$ cat src/rtl/rx_bd_pkg.sv
package rx_bd_pkg;
  localparam int LEN_W  = 8;
  localparam int ADDR_W = 16;

  typedef struct packed {
    logic              empty;
    logic              int_en;
    logic              cont;
    logic [LEN_W-1:0]  len;
    logic [ADDR_W-1:0] base;
    logic [LEN_W-1:0]  rcnt;
  } bd_t;
endpackage

$ cat src/rtl/rx_bd_table.sv
module rx_bd_table
  import rx_bd_pkg::*;
#(
  parameter int NUM_BD = 8,
  parameter int IDX_W  = $clog2(NUM_BD)
) (
  input  logic              clk_i,
  input  logic              rst_ni,
  input  logic              host_we_i,
  input  logic [IDX_W-1:0]  host_idx_i,
  input  logic              host_empty_i,
  input  logic              host_int_i,
  input  logic              host_cont_i,
  input  logic [LEN_W-1:0]  host_len_i,
  input  logic [ADDR_W-1:0] host_base_i,
  input  logic [IDX_W-1:0]  idx_i,
  input  logic              acc_i,
  input  logic              close_i,
  output bd_t               cur_o
);
  logic [NUM_BD-1:0] empty_q, int_q, cont_q;
  logic [LEN_W-1:0]  len_q  [NUM_BD];
  logic [ADDR_W-1:0] base_q [NUM_BD];
  logic [LEN_W-1:0]  rcnt_q [NUM_BD];

  for (genvar i = 0; i < NUM_BD; i++) begin : g_bd
    logic host_hit, eng_hit;
    assign host_hit = host_we_i && (host_idx_i == IDX_W'(i));
    assign eng_hit  = acc_i && (idx_i == IDX_W'(i));

    always_ff @(posedge clk_i or negedge rst_ni) begin
      if (!rst_ni) begin
        empty_q[i] <= 1'b0;
        int_q[i]   <= 1'b0;
        cont_q[i]  <= 1'b0;
        len_q[i]   <= '0;
        base_q[i]  <= '0;
        rcnt_q[i]  <= '0;
      end else if (host_hit) begin
        empty_q[i] <= host_empty_i;
        int_q[i]   <= host_int_i;
        cont_q[i]  <= host_cont_i;
        len_q[i]   <= host_len_i;
        base_q[i]  <= host_base_i;
        rcnt_q[i]  <= '0;
      end else if (eng_hit) begin
        if (close_i) begin
          rcnt_q[i] <= '0;
          if (!cont_q[i]) empty_q[i] <= 1'b0;
        end else begin
          rcnt_q[i] <= rcnt_q[i] + LEN_W'(1);
        end
      end
    end

    p_close_clears_r2: assert property (@(posedge clk_i) disable iff (!rst_ni)
      (eng_hit && close_i && !cont_q[i] && !host_hit) |=> !empty_q[i]);
    p_cont_keeps_r5: assert property (@(posedge clk_i) disable iff (!rst_ni)
      (eng_hit && close_i && cont_q[i] && !host_hit) |=> empty_q[i] && (rcnt_q[i] == '0));
  end

  always_comb begin
    cur_o.empty  = empty_q[idx_i];
    cur_o.int_en = int_q[idx_i];
    cur_o.cont   = cont_q[idx_i];
    cur_o.len    = len_q[idx_i];
    cur_o.base   = base_q[idx_i];
    cur_o.rcnt   = rcnt_q[idx_i];
  end
endmodule

$ cat src/rtl/rx_bd_fill.sv
module rx_bd_fill
  import rx_bd_pkg::*;
#(
  parameter int NUM_BD = 8,
  parameter int DATA_W = 8,
  parameter int IDX_W  = $clog2(NUM_BD)
) (
  input  logic              clk_i,
  input  logic              rst_ni,
  input  logic              rx_valid_i,
  input  logic [DATA_W-1:0] rx_data_i,
  input  bd_t               cur_i,
  output logic [IDX_W-1:0]  idx_o,
  output logic              acc_o,
  output logic              close_o,
  output logic              drop_o,
  output logic              irq_set_o,
  output logic              mem_we_o,
  output logic [ADDR_W-1:0] mem_addr_o,
  output logic [DATA_W-1:0] mem_data_o,
  output logic              upd_o,
  output logic [IDX_W-1:0]  upd_idx_o,
  output logic [LEN_W:0]    upd_cnt_o,
  output logic              upd_empty_o
);
  localparam logic [IDX_W-1:0] LAST = IDX_W'(NUM_BD - 1);

  logic [IDX_W-1:0] idx_q, idx_nxt;

  assign acc_o     = rx_valid_i && cur_i.empty;
  assign drop_o    = rx_valid_i && !cur_i.empty;
  assign close_o   = acc_o && (cur_i.rcnt == cur_i.len - LEN_W'(1));
  assign irq_set_o = close_o && cur_i.int_en;
  assign idx_nxt   = (idx_q == LAST) ? '0 : idx_q + IDX_W'(1);
  assign idx_o     = idx_q;

  always_ff @(posedge clk_i or negedge rst_ni) begin
    if (!rst_ni) begin
      idx_q       <= '0;
      mem_we_o    <= 1'b0;
      mem_addr_o  <= '0;
      mem_data_o  <= '0;
      upd_o       <= 1'b0;
      upd_idx_o   <= '0;
      upd_cnt_o   <= '0;
      upd_empty_o <= 1'b0;
    end else begin
      mem_we_o <= acc_o;
      upd_o    <= close_o;
      if (acc_o) begin
        mem_addr_o <= cur_i.base + ADDR_W'(cur_i.rcnt);
        mem_data_o <= rx_data_i;
      end
      if (close_o) begin
        idx_q       <= idx_nxt;
        upd_idx_o   <= idx_q;
        upd_cnt_o   <= {1'b0, cur_i.rcnt} + (LEN_W+1)'(1);
        upd_empty_o <= cur_i.cont;
      end
    end
  end

  p_write_follows_valid_r1: assert property (@(posedge clk_i) disable iff (!rst_ni)
    mem_we_o |-> $past(rx_valid_i));
  p_drop_no_write_r6: assert property (@(posedge clk_i) disable iff (!rst_ni)
    drop_o |=> !mem_we_o && !upd_o && (idx_q == $past(idx_q)));
  p_advance_wrap_r4: assert property (@(posedge clk_i) disable iff (!rst_ni)
    close_o |=> (idx_q != $past(idx_q)) && upd_o);
  p_upd_with_write_r2: assert property (@(posedge clk_i) disable iff (!rst_ni)
    upd_o |-> mem_we_o);
endmodule

$ cat src/rtl/rx_bd_irq.sv
module rx_bd_irq (
  input  logic clk_i,
  input  logic rst_ni,
  input  logic irq_set_i,
  input  logic drop_i,
  input  logic clr_i,
  output logic irq_o,
  output logic overrun_o
);
  always_ff @(posedge clk_i or negedge rst_ni) begin
    if (!rst_ni) begin
      irq_o     <= 1'b0;
      overrun_o <= 1'b0;
    end else begin
      // a new event wins over a clear in the same cycle
      irq_o     <= irq_set_i | (irq_o & ~clr_i);
      overrun_o <= drop_i | (overrun_o & ~clr_i);
    end
  end

  p_irq_hold_r3: assert property (@(posedge clk_i) disable iff (!rst_ni)
    (irq_o && !clr_i) |=> irq_o);
  p_set_wins_r9: assert property (@(posedge clk_i) disable iff (!rst_ni)
    irq_set_i |=> irq_o);
  p_ovr_sticky_r6: assert property (@(posedge clk_i) disable iff (!rst_ni)
    (overrun_o && !clr_i) |=> overrun_o);
endmodule

$ cat src/rtl/rx_bd_seq.sv
module rx_bd_seq
  import rx_bd_pkg::*;
#(
  parameter int NUM_BD = 8,
  parameter int DATA_W = 8,
  parameter int IDX_W  = $clog2(NUM_BD)
) (
  input  logic              clk_i,
  input  logic              rst_ni,
  input  logic              rx_valid_i,
  input  logic [DATA_W-1:0] rx_data_i,
  input  logic              host_we_i,
  input  logic [IDX_W-1:0]  host_idx_i,
  input  logic              host_empty_i,
  input  logic              host_int_i,
  input  logic              host_cont_i,
  input  logic [LEN_W-1:0]  host_len_i,
  input  logic [ADDR_W-1:0] host_base_i,
  input  logic              clr_i,
  output logic              mem_we_o,
  output logic [ADDR_W-1:0] mem_addr_o,
  output logic [DATA_W-1:0] mem_data_o,
  output logic              bd_upd_o,
  output logic [IDX_W-1:0]  bd_upd_idx_o,
  output logic [LEN_W:0]    bd_upd_cnt_o,
  output logic              bd_upd_empty_o,
  output logic              irq_o,
  output logic              overrun_o
);
  bd_t              cur;
  logic [IDX_W-1:0] idx;
  logic             acc, close, drop, irq_set;

  rx_bd_table #(.NUM_BD(NUM_BD), .IDX_W(IDX_W)) u_table (
    .clk_i, .rst_ni, .host_we_i, .host_idx_i, .host_empty_i, .host_int_i,
    .host_cont_i, .host_len_i, .host_base_i,
    .idx_i(idx), .acc_i(acc), .close_i(close), .cur_o(cur)
  );

  rx_bd_fill #(.NUM_BD(NUM_BD), .DATA_W(DATA_W), .IDX_W(IDX_W)) u_fill (
    .clk_i, .rst_ni, .rx_valid_i, .rx_data_i, .cur_i(cur),
    .idx_o(idx), .acc_o(acc), .close_o(close), .drop_o(drop), .irq_set_o(irq_set),
    .mem_we_o, .mem_addr_o, .mem_data_o,
    .upd_o(bd_upd_o), .upd_idx_o(bd_upd_idx_o), .upd_cnt_o(bd_upd_cnt_o),
    .upd_empty_o(bd_upd_empty_o)
  );

  rx_bd_irq u_irq (
    .clk_i, .rst_ni, .irq_set_i(irq_set), .drop_i(drop), .clr_i,
    .irq_o, .overrun_o
  );
endmodule

$ cat config.mk
export PLATFORM = sky130hd
export DESIGN_NAME = rx_bd_seq
export DESIGN_NICKNAME = d
export VERILOG_FILES = /design/src/rtl/rx_bd_pkg.sv /design/src/rtl/rx_bd_table.sv /design/src/rtl/rx_bd_fill.sv /design/src/rtl/rx_bd_irq.sv /design/src/rtl/rx_bd_seq.sv
export SDC_FILE = /design/constraint.sdc
export NUM_CORES = 1
export LEC_CHECK = 0
export BUFFER_PORTS_ARGS = -buffer_cell sky130_fd_sc_hd__buf_2
export CORE_MARGIN = 5
export CORE_UTILIZATION = 50
export DETAILED_ROUTE_END_ITERATION = 12
export GPL_TIMING_DRIVEN = 0
export PLACE_DENSITY = 0.67
export SLEW_MARGIN = 25
export SYNTH_ARGS = -nofsm -noshare
export SYNTH_HDL_FRONTEND = slang
export SYNTH_SLANG_ARGS = --single-unit
$ cat constraint.sdc
create_clock -name clk_i -period 13.58 [get_ports clk_i]
set_input_delay 2.716 -clock clk_i [delete_from_list [all_inputs] [get_ports clk_i]]
set_output_delay 2.716 -clock clk_i [all_outputs]
set_load 0.02 [all_outputs]
==> results of run 1 <==
## placed cells by master, fill, tap and decap left out, types with 4 or more instances in the layout
| cell | n |
|---|---|
| a211oi_1 | 30 |
| a21oi_1 | 25 |
| a31oi_1 | 7 |
| and2_1 | 9 |
| and3_1 | 48 |
| buf_1 | 8 |
| buf_16 | 4 |
| buf_2 | 94 |
| buf_4 | 4 |
| buf_6 | 4 |
| clkbuf_1 | 85 |
| clkbuf_16 | 37 |
| clkbuf_8 | 10 |
| dfrtp_1 | 324 |
| ha_1 | 24 |
| inv_1 | 23 |
| mux2_1 | 6 |
| mux2_2 | 89 |
| mux2i_1 | 27 |
| mux4_2 | 68 |
| nand2_1 | 526 |
| nand3_1 | 63 |
| nor2_1 | 48 |
| nor2b_1 | 5 |
| nor3_1 | 6 |
| o211ai_1 | 17 |
| o21a_1 | 6 |
| o21ai_0 | 79 |
| o22ai_1 | 18 |
| xnor2_1 | 14 |
| xor2_1 | 10 |
## sequential cells by signal, summed over array words and instances (netlist names)
name / flops
u_irq.overrun_o: 1
u_table.len_q: 64
u_fill.mem_we_o: 1
u_table.cont_q: 8
u_table.rcnt_q: 64
u_fill.upd_idx_o: 3
u_fill.mem_data_o: 8
u_fill.upd_empty_o: 1
u_irq.irq_o: 1
u_table.empty_q: 8
u_fill.mem_addr_o: 16
u_fill.upd_cnt_o: 9
u_fill.idx_o: 3
u_table.int_q: 8
u_fill.upd_o: 1
u_table.base_q: 128
## power groups by stage
stage | Sequential [mW] | Combinational (mW) | Clock (mW)
2_1_floorplan | 1.28 | 0.465 | 0
3_3_place_gp | 1.24 | 0.718 | 0
3_5_place_dp | 1.25 | 0.742 | 0
4_1_cts | 1.24 | 0.746 | 0.997
5_1_grt | 1.26 | 0.817 | 1.04
6_report | 1.24 | 0.746 | 0.987
## metal layers
metal  share of wire [%]  wire length (µm)  track usage [%]
met1                  42             20200             37.1
met2                  46             21900             41.7
met3                 8.8              4210             5.57
met4                 3.4              1640             8.43
met5               0.042                20                0
## area by class of cell
cell class,count,area (µm²),area share [%]
sequential,324,8110,43.5
timing repair buffer,86,531,2.85
inverter,25,93.8,0.503
buffer,106,470,2.52
antenna,2,5.00,0.0269
clock buffer,56,1100,5.89
tap,442,553,2.97
clock inverter,8,100,0.537
multi-input combinational,1162,7680,41.2
## worst register-to-register path, stage by stage, from the launching register on
cell	delay (ns)
dfrtp_1	0.51
buf_4	0.32
buf_4	0.33
buf_2	0.40
buf_2	0.44
buf_1	0.59
clkbuf_1	0.63
buf_1	0.59
mux4_2	0.33
nand2_1	0.07
nand2_1	0.13
ha_1	0.17
inv_1	0.06
fa_1	0.40
nor2b_1	0.13
o21ai_0	0.10
a21boi_0	0.27
o21ai_0	0.14
a21boi_0	0.28
o21ai_0	0.22
a211oi_1	0.33
xor2_1	0.16
o21ai_0	0.08
## how the worst min path moves through the flow
stage / slack, ns / endpoint / startpoint / depth (start not counted)
final: 0.47 / u_fill.mem_data_o[0] / u_fill.mem_data_o[0] / 2
after global routing: 0.49 / u_table.len_q[41] / u_table.len_q[41] / 2
after CTS: 0.47 / u_table.len_q[1] / u_table.len_q[1] / 2
after detailed placement: 0.46 / u_table.len_q[1] / u_table.len_q[1] / 2
after global placement: 0.45 / u_table.len_q[5] / u_table.len_q[5] / 2
after floorplan: 0.44 / u_table.len_q[24] / u_table.len_q[24] / 2
## cells by family after synthesis
family,Yosys count
compound gates,199
xor+xnor,25
fa+ha+maj,25
buf+inv,131
flops,324
mux,190
simple gates,723
==> results.env, run 1 <==
GROUTE.USAGE.OVERALL_PCT=26.5
DPL.HPWL_MM=33.4
SYNTH-WARNING-COUNT=0
MIN_PERIOD_NS=6.81
FIN_WORST_SKEW_NS=0.0117
TIMING.CRITICAL_PATH.SLOWEST_STAGE_CELL='clkbuf_1'
CELLLEAKAGEPOWER_nW=8.87
EFFECTIVE_UTILIZATION_AT_FLOORPLAN_PCT=50.4
POWER.SHARE.COMBINATIONAL_PCT=25.1
GRT_START_MAX_NET_PINS=79
GLOBAL_ROUTE_WIRE_LENGTH_BEFORE_REPAIR_MM=74.3
CRIT_PATH_FREQUENT_CELL='o21ai_0'
YOSYS_REGISTER_BITS=324
CORE-AREA_UM2=32500
CLOCK-ROOT-BUFFER='clkbuf_16'
WORST_EP_ARRIVAL_TIME_NS=7.20
TIMING.MAX_SLEW.REL_SLACK_PCT=28.9
DIE_H_UM=191
SYNTH-EDFF-COUNT=0
POST_SYNTH_FA_HA_MAJ_AREA_FRACTION_PCT=1.96
WORST_SETUP_HOLD_PATH_CLK_SLEW_NS=0.06
POWER_DENSITY_nW_PER_UM2=159
SYN_TO_FINAL_GROWTH_PCT=14.0
ANTENNA_FOUND_INITIAL=2
FINAL_WL_MM=48.0
FINAL_CELL_AREA_UM2=18600
TIMING.CRITICAL_PATH.BUF_INV=8
NETLIST_INSTANCES=1617
PATH_DEPTH=22
POST_CTS_BUFFERS=0
SYNTH_COMPOUND_AREA_SHARE_PCT=7.55
NETS_FINISH=1810
NETLIST.TOP_CELL.BY_AREA='dfrtp_1'
TIMING.FINAL.HOLD_VIOLATIONS=0
ANT_NETS=0
WORSTREG2REGEND='u_fill.mem_addr_o[10]'
YS_SEQ_AREA_SHARE_PCT=49.6
SYNTHSIMPLEGATEAREAFRAC_PCT=18.5
POST_SYNTH_MUX_AREA_SHARE_PCT=17.6
WORST_HOLD_SLACK_NS=0.469
VIAS=13100
SETUP_REPAIR_AFTER_GLOBAL_ROUTING_MISSED_ITS_MARGIN='no'
HOLD_BUFFERS=0
DIE_AREA_UM2=36400
FLOORPLAN.ROWS=66
WORSTSETUPSTARTPOINT='u_fill.idx_o[1]'
WORST_PATH_DOMINANT_CELL_FAMILY='buffers and inverters'
SYNTHTOPCELLSBYCOUNT='526 x nand2_1, 324 x dfrtp_1, 89 x mux2_2'
CLOCK_TREE_FROM_TRITONCTS='built'
GRT_OVERFLOW_TOTAL=0
DRT-INITIAL-DRC-COUNT=1172
FILL_CELLS=2763
FINAL_CORE_UTILIZATION_PCT=57.4
POST_DRT_VIA_CELL_RATIO=5.93
DRC=0
POSTSYNTH.ASYNCRESETSHARE_PCT=100
SEQUENTIAL_SHARE_OF_POWER_PCT=41.7
CRITICAL_PATH.REG2REG.STARTPOINT='u_fill.idx_o[1]'
MAX-CAP-VIOLATIONS=0
WORSTPATHMAXFANOUT=10
WORST_SETUP_PATH_ENDPOINT='u_fill.mem_addr_o[10]'
FF2FF_PATH_DEPTH=22
TOTAL_POWER_mW=2.97
ROUTED_WIRE_LENGTH_PER_INSTANCE_UM=21.7
POST_SYNTH_XOR_XNOR_AREA_PCT=1.38
FINAL_CELL_COUNT_WITHOUT_FILLERS=2211
CLK-INSERTION-DELAY-LATE_NS=0.52
POST-SYNTH-TOP-AREA-FRACTION_PCT=49.6
HOLDCRITPATHCLASS='reg -> reg'
SYNTH_TOP_FAMILY_BY_AREA='simple AND/OR/NAND/NOR gates'
NUMPORTBUFFERS=82
PWR-SHARE-CLK_PCT=33.2
TIMING.FINAL.CRIT_SHARE_PCT=50.1
POSTPLACECELLAREA_UM2=17400
FINALWORSTSETUPSLACK_NS=6.77
TRITONCTS.NUM_BUFFERS=37
SYNTH_CELL_TYPE_COUNT=54
NETLIST_TOP_CELLS_AREA='dfrtp_1 50%, nand2_1 12%, mux4_2 9.4%'
FINALSETUPTNS_NS=0
SETUP.REG_TO_REG.WORST_SLACK_NS=6.77
FIRST_GLOBAL_VIAS=12800
CRIT_CHAIN='buf_4, buf_4, buf_2, buf_2, buf_1, clkbuf_1, buf_1, mux4_2, nand2_1, nand2_1, ha_1, inv_1, fa_1, nor2b_1, o21ai_0, a21boi_0, o21ai_0, a21boi_0, o21ai_0, a211oi_1, xor2_1, o21ai_0'
PRE_CTS_SLACK_NS=6.85
CRITPATHKIND='reg -> reg'
STATUS='completed'
MOST_FREQUENTLY_USED_FLOP_MASTER_AFTER_SYNTHESIS='dfrtp_1'
CP_SLOWEST_STAGE_DELAY_NS=0.63
CTS-HTREE-LEVELS=2
CTS_SINKS=324
SWITCHING_POWER_mW=0.919
CTSLONGESTPATHBUFFERS=3
NETLIST_AREA_UM2=16400
DPL.CELL_COUNT=2145
DIE_WIDTH_UM=191
START_KIND='flop'
FMAX_MHz=147
SETUP.WORST_PATH.END_CLASS='flop'
P_INT_mW=2.05
TOP_LEVEL_PORTS=84
WORST-ENDPOINT-REQUIRED_NS=13.97
DETAILEDROUTE.FIRSTPASSITERATIONCOUNT=6
DRIVE_GT1_SHARE_PCT=18.6
WORST-SLEW-PIN-TRANSITION_NS=1.07
NETSWITCHINGFRACTION_PCT=30.9
PLACE_CONGESTION=0.913
RESIZE_COUNT_POST_CTS=0
FINAL-SETUP-VIOL-COUNT=0
SYNTH_MOST_COMMON_CELL='nand2_1'
SYN_NETS=1685
WORST_IR_DROP_VDD_uV=86.3
SLEW_VIOLATIONS=0
POST_SYNTHESIS_AVERAGE_CELL_AREA_UM2=10.1
Power figures use the tool's default switching activity.
==> run 2: changes to the inputs <==
Clock period 13.58 ns to 6.3 ns, I/O delays scaled along.
==> results.env, run 2 (synthesis gave the netlist of run 1 again) <==
SLEW_VIOLATIONS=0  # unchanged
TIMING.FINAL.CRIT_SHARE_PCT=94.9  # +45 points
DPL.HPWL_MM=33.4  # unchanged
WORSTREG2REGEND='u_fill.mem_addr_o[10]'
NETS_FINISH=1807  # -0.17%
FINAL_WL_MM=47.8  # -0.36%
CLOCK-ROOT-BUFFER='clkbuf_16'
WORST_PATH_DOMINANT_CELL_FAMILY='buffers and inverters'
HOLD_BUFFERS=0  # unchanged
START_KIND='flop'
FF2FF_PATH_DEPTH=19  # -14%
TIMING.MAX_SLEW.REL_SLACK_PCT=29.4  # +0.48 points
ANT_NETS=0  # unchanged
GRT_START_MAX_NET_PINS=79  # unchanged
DETAILEDROUTE.FIRSTPASSITERATIONCOUNT=5  # -1
FINAL_CELL_COUNT_WITHOUT_FILLERS=2209  # -0.090%
EFFECTIVE_UTILIZATION_AT_FLOORPLAN_PCT=50.4  # unchanged
DRC=0  # unchanged
STATUS='completed'
CRITICAL_PATH.REG2REG.STARTPOINT='u_fill.idx_o[2]'
WORST_IR_DROP_VDD_uV=186  # +120%
WORST_HOLD_PATH.ENDPOINT='u_fill.mem_data_o[0]'
CTS-HTREE-LEVELS=2  # unchanged
CTS_SINKS=324  # unchanged
FIN_WORST_SKEW_NS=0.0127  # +0.00106 ns
WORST_SETUP_HOLD_PATH_CLK_SLEW_NS=0.06  # about the same
DPL.CELL_COUNT=2145  # unchanged
TIMING.FINAL.HOLD_VIOLATIONS=0  # unchanged
SYN_TO_FINAL_GROWTH_PCT=13.9  # about the same
FINALSETUPTNS_NS=0  # unchanged
REGISTERS.TOP_BY_FF_COUNT='u_table.base_q'
DIE_AREA_UM2=36400  # unchanged
LAYOUT.CELLS.MOST_COMMON_LIST='526 x nand2_1, 324 x dfrtp_1, 94 x buf_2'
WORST-SLEW-PIN-TRANSITION_NS=1.06  # -0.00714 ns
LARGEST_REGISTERS='u_table.base_q (128), u_table.len_q (64), u_table.rcnt_q (64)'
CRIT_PATH_FREQUENT_CELL='o21ai_0'
MIN_PATH_CELLS=2  # unchanged
PRE_CTS_SLACK_NS=-0.427  # -7.28 ns
FIRST_GLOBAL_VIAS=12800  # -0.15%
MAX-CAP-VIOLATIONS=0  # unchanged
CELLLEAKAGEPOWER_nW=8.87  # about the same
HOLDCRITPATHCLASS='reg -> reg'
TOP_LEVEL_PORTS=84  # unchanged
NUMPORTBUFFERS=82  # unchanged
TIMING.CRITICAL_PATH.SLOWEST_STAGE_CELL='buf_1'
CRIT_CHAIN='inv_1, clkbuf_1, buf_1, clkbuf_1, clkbuf_1, nand2_1, nand2_1, ha_1, inv_1, fa_1, nor2b_1, o21ai_0, a21boi_0, o21ai_0, a21boi_0, o21ai_0, a211oi_1, xor2_1, o21ai_0'
CLOCK_TREE_FROM_TRITONCTS='built'
FINAL-SETUP-VIOL-COUNT=0  # unchanged
ANTENNA_FOUND_INITIAL=2  # unchanged
FINALWORSTSETUPSLACK_NS=0.322  # -6.45 ns
FILL_CELLS=2760  # -0.11%
CTSLONGESTPATHBUFFERS=3  # unchanged
FLIP_FLOP_COUNT_OF_THE_LARGEST_REGISTER_AFTER_LAYOUT=128  # unchanged
CP_SLOWEST_STAGE_DELAY_NS=0.85  # +0.22 ns
MOSTFREQUENTLAYOUTCELL='nand2_1'
FMAX_MHz=167  # +14%
DRT-INITIAL-DRC-COUNT=1146  # -2.2%
PLACE_CONGESTION=0.913  # unchanged
POST_DRT_VIA_CELL_RATIO=5.87  # -0.98%
CORE-AREA_UM2=32500  # unchanged
MIN_PERIOD_NS=5.98  # -0.832 ns
TIMING.CRITICAL_PATH.BUF_INV=6  # -2
DIE_H_UM=191  # unchanged
DRIVE_GT1_SHARE_PCT=18.7  # +0.088 points
WORSTPATHMAXFANOUT=10  # unchanged
POWER_DENSITY_nW_PER_UM2=344  # +120%
SETUP.WORST_PATH.END_CLASS='flop'
TRITONCTS.NUM_BUFFERS=37  # unchanged
WORST-ENDPOINT-REQUIRED_NS=6.69  # -7.28 ns
SETUP_REPAIR_AFTER_GLOBAL_ROUTING_MISSED_ITS_MARGIN='no'
GLOBAL_ROUTE_WIRE_LENGTH_BEFORE_REPAIR_MM=74.3  # about the same
TOTAL_POWER_mW=6.40  # +120%
WORST_HOLD_STARTPOINT='u_fill.mem_data_o[0]'
GROUTE.USAGE.OVERALL_PCT=26.4  # -0.040 points
WORST_EP_ARRIVAL_TIME_NS=6.37  # -0.83 ns
FINAL_CORE_UTILIZATION_PCT=57.4  # about the same
ROUTED_WIRE_LENGTH_PER_INSTANCE_UM=21.6  # -0.27%
GRT_OVERFLOW_TOTAL=0  # unchanged
CLK-INSERTION-DELAY-LATE_NS=0.52  # about the same
FLOORPLAN.ROWS=66  # unchanged
DIE_WIDTH_UM=191  # unchanged
SETUP.REG_TO_REG.WORST_SLACK_NS=0.32  # -6.45 ns
CRITPATHKIND='reg -> reg'
VIAS=13000  # -1.1%
-- run 2: cell count changes in the layout (fill, tap and decap cells not counted), sizes merged --
cell   previous run  this run
buf             116       113
diode             2         3
-- run 2: repair_timing --
item	CTS	global route
setup endpoints to repair	4	4
gates resized for setup	1	0
buffers inserted	0	0
-- run 2: routing by layer --
metal / vias to the layer above / part of all wire (%) / GRT usage [%]
li1: 5839 / - / -
met1: 6493 / 42 / 37.0
met2: 532 / 46 / 41.8
met3: 110 / 8.9 / 5.69
met4: 2 / 3.2 / 8.15
met5: - / 0.042 / 0
-- run 2: per-stage QoR --
stage | hold slack [ns] | instance area (µm²)
floorplan | 0.438 | 16400
global placement | 0.452 | 17300
detailed placement | 0.457 | 17400
CTS | 0.472 | 18600
global route | 0.489 | 18600
finish | 0.469 | 18600
-- run 2: cell type report --
cell class / instances / area [µm²] / area share (%)
Multi-Input combinational cell: 1162 / 7680 / 41.2
Timing Repair Buffer: 86 / 531 / 2.85
Clock buffer: 56 / 1100 / 5.89
Antenna cell: 3 / 7.51 / 0.0403
Buffer: 103 / 460 / 2.47
Tap cell: 442 / 553 / 2.97
Clock inverter: 8 / 100 / 0.537
Sequential cell: 324 / 8110 / 43.5
Inverter: 25 / 93.8 / 0.504
-- run 2: worst max path at each step --
stage | cells past startpoint | to | start
finish | 19 | u_fill.mem_addr_o[10] | u_fill.idx_o[2]
global route | 19 | u_fill.mem_addr_o[10] | u_fill.idx_o[2]
CTS | 22 | u_fill.mem_addr_o[8] | u_fill.idx_o[0]
detailed placement | 22 | u_fill.mem_addr_o[10] | u_fill.idx_o[1]
global placement | 1 | u_table.base_q[21] | rst_ni
floorplan | 22 | u_fill.mem_addr_o[8] | u_fill.idx_o[0]
-- run 2: power breakdown --
| group | switching [mW] | total (mW) | internal, mW |
|---|---|---|---|
| combinational | 0.923 | 1.61 | 0.682 |
| clock | 0.845 | 2.13 | 1.28 |
| sequential | 0.212 | 2.67 | 2.46 |
-- run 2: worst min-delay path, cell delays in order, from the launching register on --
cell and delay, ns:
dfrtp_1 0.33, nand2_1 0.05, nand2_1 0.05
==> run 3: changes to the inputs <==
Settings changed: ABC_AREA set to 1.
==> results.env, run 3 <==
MULTI_INPUT_GATE_AREA_IN_THE_FINAL_LAYOUT_UM2=7100  # -7.5%
NETSWITCHINGFRACTION_PCT=43.8  # +13 points
POST-SYNTH-TOP-AREA-FRACTION_PCT=48.8  # -0.75 points
MOSTFREQUENTLAYOUTCELL='nand2_1'
DETAILEDROUTE.FIRSTPASSITERATIONCOUNT=7  # +2
NUMPORTBUFFERS=76  # -7.3%
SYN_TO_FINAL_GROWTH_PCT=13.9  # about the same
WORST-SLEW-PIN-TRANSITION_NS=0.938  # -0.121 ns
FILL_CELLS=3107  # +13%
DIE_WIDTH_UM=192  # +0.73%
TRITONCTS.NUM_BUFFERS=38  # +2.7%
START_KIND='flop'
NETLIST_AREA_UM2=16600  # +1.5%
FMAX_MHz=184  # +10%
FINAL-SETUP-VIOL-COUNT=0  # unchanged
PWR-SHARE-CLK_PCT=24.8  # -8.4 points
HOLD_BUFFERS=0  # unchanged
LARGEST_REGISTERS='u_table.base_q (128), u_table.len_q (64), u_table.rcnt_q (64)'
POST_DRT_VIA_CELL_RATIO=5.56  # -5.3%
WORSTPATHMAXFANOUT=10  # unchanged
FINAL_CELL_COUNT_WITHOUT_FILLERS=2733  # +24%
TIMING.MAX_SLEW.REL_SLACK_PCT=37.5  # +8.1 points
POST_CTS_BUFFERS=0  # unchanged
RESIZE_COUNT_POST_CTS=0  # -1
POWER.SHARE.COMBINATIONAL_PCT=45.7  # +21 points
WORST-ENDPOINT-REQUIRED_NS=6.72  # +0.03 ns
NETLIST.TOP_CELL.BY_AREA='dfrtp_1'
YOSYS_REGISTER_BITS=324  # unchanged
SYNTH_MOST_COMMON_CELL='nand2_1'
GRT.MET2_USAGE_PCT=46.2  # +4.4 points
CLK-INSERTION-DELAY-LATE_NS=0.56  # +0.04 ns
ANTENNA_FOUND_INITIAL=1  # -1
TIMING.FINAL.HOLD_VIOLATIONS=0  # unchanged
FIN_WORST_SKEW_NS=0.0220  # +0.00928 ns
CELLLEAKAGEPOWER_nW=9.53  # +7.5%
CLOCK_TREE_FROM_TRITONCTS='built'
SETUP.WORST_PATH.END_CLASS='flop'
REGAREA_UM2=8110  # unchanged
SYNTH_CELL_TYPE_COUNT=42  # -22%
CORE-AREA_UM2=32700  # +0.76%
FLIP_FLOP_COUNT_OF_THE_LARGEST_REGISTER_AFTER_LAYOUT=128  # unchanged
CLOCK-ROOT-BUFFER='clkbuf_16'
CTS_SINKS=324  # unchanged
CTSLONGESTPATHBUFFERS=3  # unchanged
SEQUENTIAL_SHARE_OF_POWER_PCT=29.5  # -12 points
POSTPLACECELLAREA_UM2=17600  # +1.1%
TOP_LEVEL_PORTS=84  # unchanged
YS_SEQ_AREA_SHARE_PCT=48.8  # -0.75 points
NETLIST_INSTANCES=2142  # +32%
SYNTH-EDFF-COUNT=0  # unchanged
MAX-CAP-VIOLATIONS=0  # unchanged
SWITCHING_POWER_mW=4.05  # +100%
DRT-INITIAL-DRC-COUNT=1366  # +19%
ANT_NETS=0  # unchanged
SETUP_REPAIR_AFTER_GLOBAL_ROUTING_MISSED_ITS_MARGIN='no'
GRT_START_MAX_NET_PINS=91  # +15%
CTS-HTREE-LEVELS=2  # unchanged
REGISTERS.TOP_BY_FF_COUNT='u_table.base_q'
GRT.BUSIEST_LAYER='met2'
HOLDCRITPATHCLASS='reg -> reg'
FINAL_WL_MM=53.4  # +12%
FIRST_GLOBAL_VIAS=15100  # +18%
GLOBAL_ROUTE_WIRE_LENGTH_BEFORE_REPAIR_MM=84.5  # +14%
MIN_PERIOD_NS=5.42  # -0.556 ns
NETLIST_TOP_CELLS_AREA='dfrtp_1 49%, nand2_1 16%, o21ai_0 9.0%'
VIAS=15200  # +17%
WORST_SETUP_HOLD_PATH_CLK_SLEW_NS=0.06  # about the same
GRT_USE_MET1_PCT=40.5  # +3.5 points
STATUS='completed'
TIMING.FINAL.CRIT_SHARE_PCT=86.1  # -8.8 points
P_INT_mW=5.20  # +17%
LAYOUT.CELLS.MOST_COMMON_LIST='710 x nand2_1, 324 x dfrtp_1, 299 x o21ai_0'
FINAL_CELL_AREA_UM2=18900  # +1.5%
WORST_EP_ARRIVAL_TIME_NS=5.85  # -0.52 ns
MOST_FREQUENTLY_USED_FLOP_MASTER_AFTER_SYNTHESIS='dfrtp_1'
ROUTED_WIRE_LENGTH_PER_INSTANCE_UM=19.5  # -9.8%
DIE_H_UM=192  # +0.73%
FLOORPLAN.ROWS=66  # unchanged
WORST_IR_DROP_VDD_uV=248  # +33%
DPL.CELL_COUNT=2663  # +24%
DRC=0  # unchanged
NETS_FINISH=2329  # +29%
EFFECTIVE_UTILIZATION_AT_FLOORPLAN_PCT=50.8  # +0.39 points
POST_SYNTHESIS_AVERAGE_CELL_AREA_UM2=7.75  # -23%
FINALSETUPTNS_NS=0  # unchanged
SETUP.REG_TO_REG.WORST_SLACK_NS=0.88  # +0.56 ns
POSTSYNTH.ASYNCRESETSHARE_PCT=100  # unchanged
GRT_OVERFLOW_TOTAL=0  # unchanged
CRITPATHKIND='reg -> reg'
PLACE_CONGESTION=0.941  # +3.1%
MET3_LAYER_USAGE_REPORTED_BY_GLOBAL_ROUTE_PCT=4.93  # -0.77 points
SYNTHTOPCELLSBYCOUNT='710 x nand2_1, 324 x dfrtp_1, 299 x o21ai_0'
POWER_DENSITY_nW_PER_UM2=489  # +42%
SYN_NETS=2210  # +31%
SYNTH-WARNING-COUNT=0  # unchanged
SLEW_VIOLATIONS=0  # unchanged
DPL.HPWL_MM=37.6  # +12%
GROUTE.USAGE.OVERALL_PCT=29.4  # +3.0 points
DRIVE_GT1_SHARE_PCT=9.39  # -9.3 points
DIE_AREA_UM2=37000  # +1.5%
run 3: path summary, 6_finish.rpt:
check | start | end | cells after the start
setup / recovery | u_fill.idx_o[2] | u_fill.mem_addr_o[14] | 17
hold / removal | u_table.empty_q[5] | u_table.empty_q[5] | 2
setup reg to reg | u_fill.idx_o[2] | u_fill.mem_addr_o[14] | 17
hold reg to reg | u_table.empty_q[5] | u_table.empty_q[5] | 2
max in group asynchronous | rst_ni | u_table.base_q[117] | 4
min in group asynchronous | rst_ni | u_table.rcnt_q[16] | 1
run 3: per-layer routing:
metal,vias up,share of wire [%]
met3,150,7.6
met1,7345,42
met4,0,4.7
met2,623,45
met5,-,0
li1,7078,-
run 3: kinds of logic (layout without fill, tap and decap cells):
group / count (synthesis) / count (layout) / share of synthesized area [%]
AND/OR/NAND/NOR: 993 / 993 / 24.3
flip-flops: 324 / 324 / 48.8
buffers and inverters: 326 / 474 / 8.39
other: 0 / 1 / 0
AO/OA/AOI/OAI: 417 / 417 / 13.6
XOR/XNOR: 57 / 57 / 3.01
adder cells (fa/ha/maj): 25 / 25 / 1.93
run 3: layout make-up:
| class | instances | share of cell area (%) |
|---|---|---|
| Sequential cell | 324 | 42.9 |
| Multi-Input combinational cell | 1492 | 37.6 |
| Clock buffer | 55 | 5.52 |
| Inverter | 217 | 4.37 |
| Buffer | 109 | 2.99 |
| Tap cell | 442 | 2.92 |
| Timing Repair Buffer | 79 | 2.50 |
| Clock inverter | 14 | 1.25 |
| Antenna cell | 1 | 0.0132 |
run 3: power by group through the flow:
| stage | registers (mW) | logic, mW | clock network (mW) |
|---|---|---|---|
| floorplan | 2.82 | 2.71 | 0 |
| global placement | 2.75 | 4.06 | 0 |
| detailed placement | 2.76 | 4.15 | 0 |
| CTS | 2.73 | 4.17 | 2.32 |
| global route | 2.78 | 4.66 | 2.40 |
| finish | 2.73 | 4.23 | 2.29 |
run 3: metrics by stage:
step / worst slack, ns / hold slack [ns] / total power, mW / utilization [%]
2_1_floorplan: 2.48 / 0.437 / 5.53 / -
6_report: 0.877 / 0.477 / 9.25 / 57.8
3_5_place_dp: 1.08 / 0.456 / 6.91 / 53.9
4_1_cts: 1.06 / 0.469 / 9.22 / 57.8
3_3_place_gp: -2.37 / 0.450 / 6.81 / 53.6
5_1_grt: 0.686 / 0.498 / 9.84 / 57.8
run 3: critical path, cell delays in order, from the launching register on:
cell and delay (ns):
dfrtp_1 0.55, buf_2 0.34, clkbuf_1 0.69, clkbuf_1 0.50, clkbuf_1 0.49, nor2_1 0.10
a31oi_1 0.33, ha_1 0.24, inv_1 0.05, fa_1 0.38, o21ai_0 0.29, a21oi_1 0.15
nor2_1 0.14, nor2_1 0.06, o21ai_0 0.45, nand4_1 0.19, xnor2_1 0.22, o21ai_0 0.10
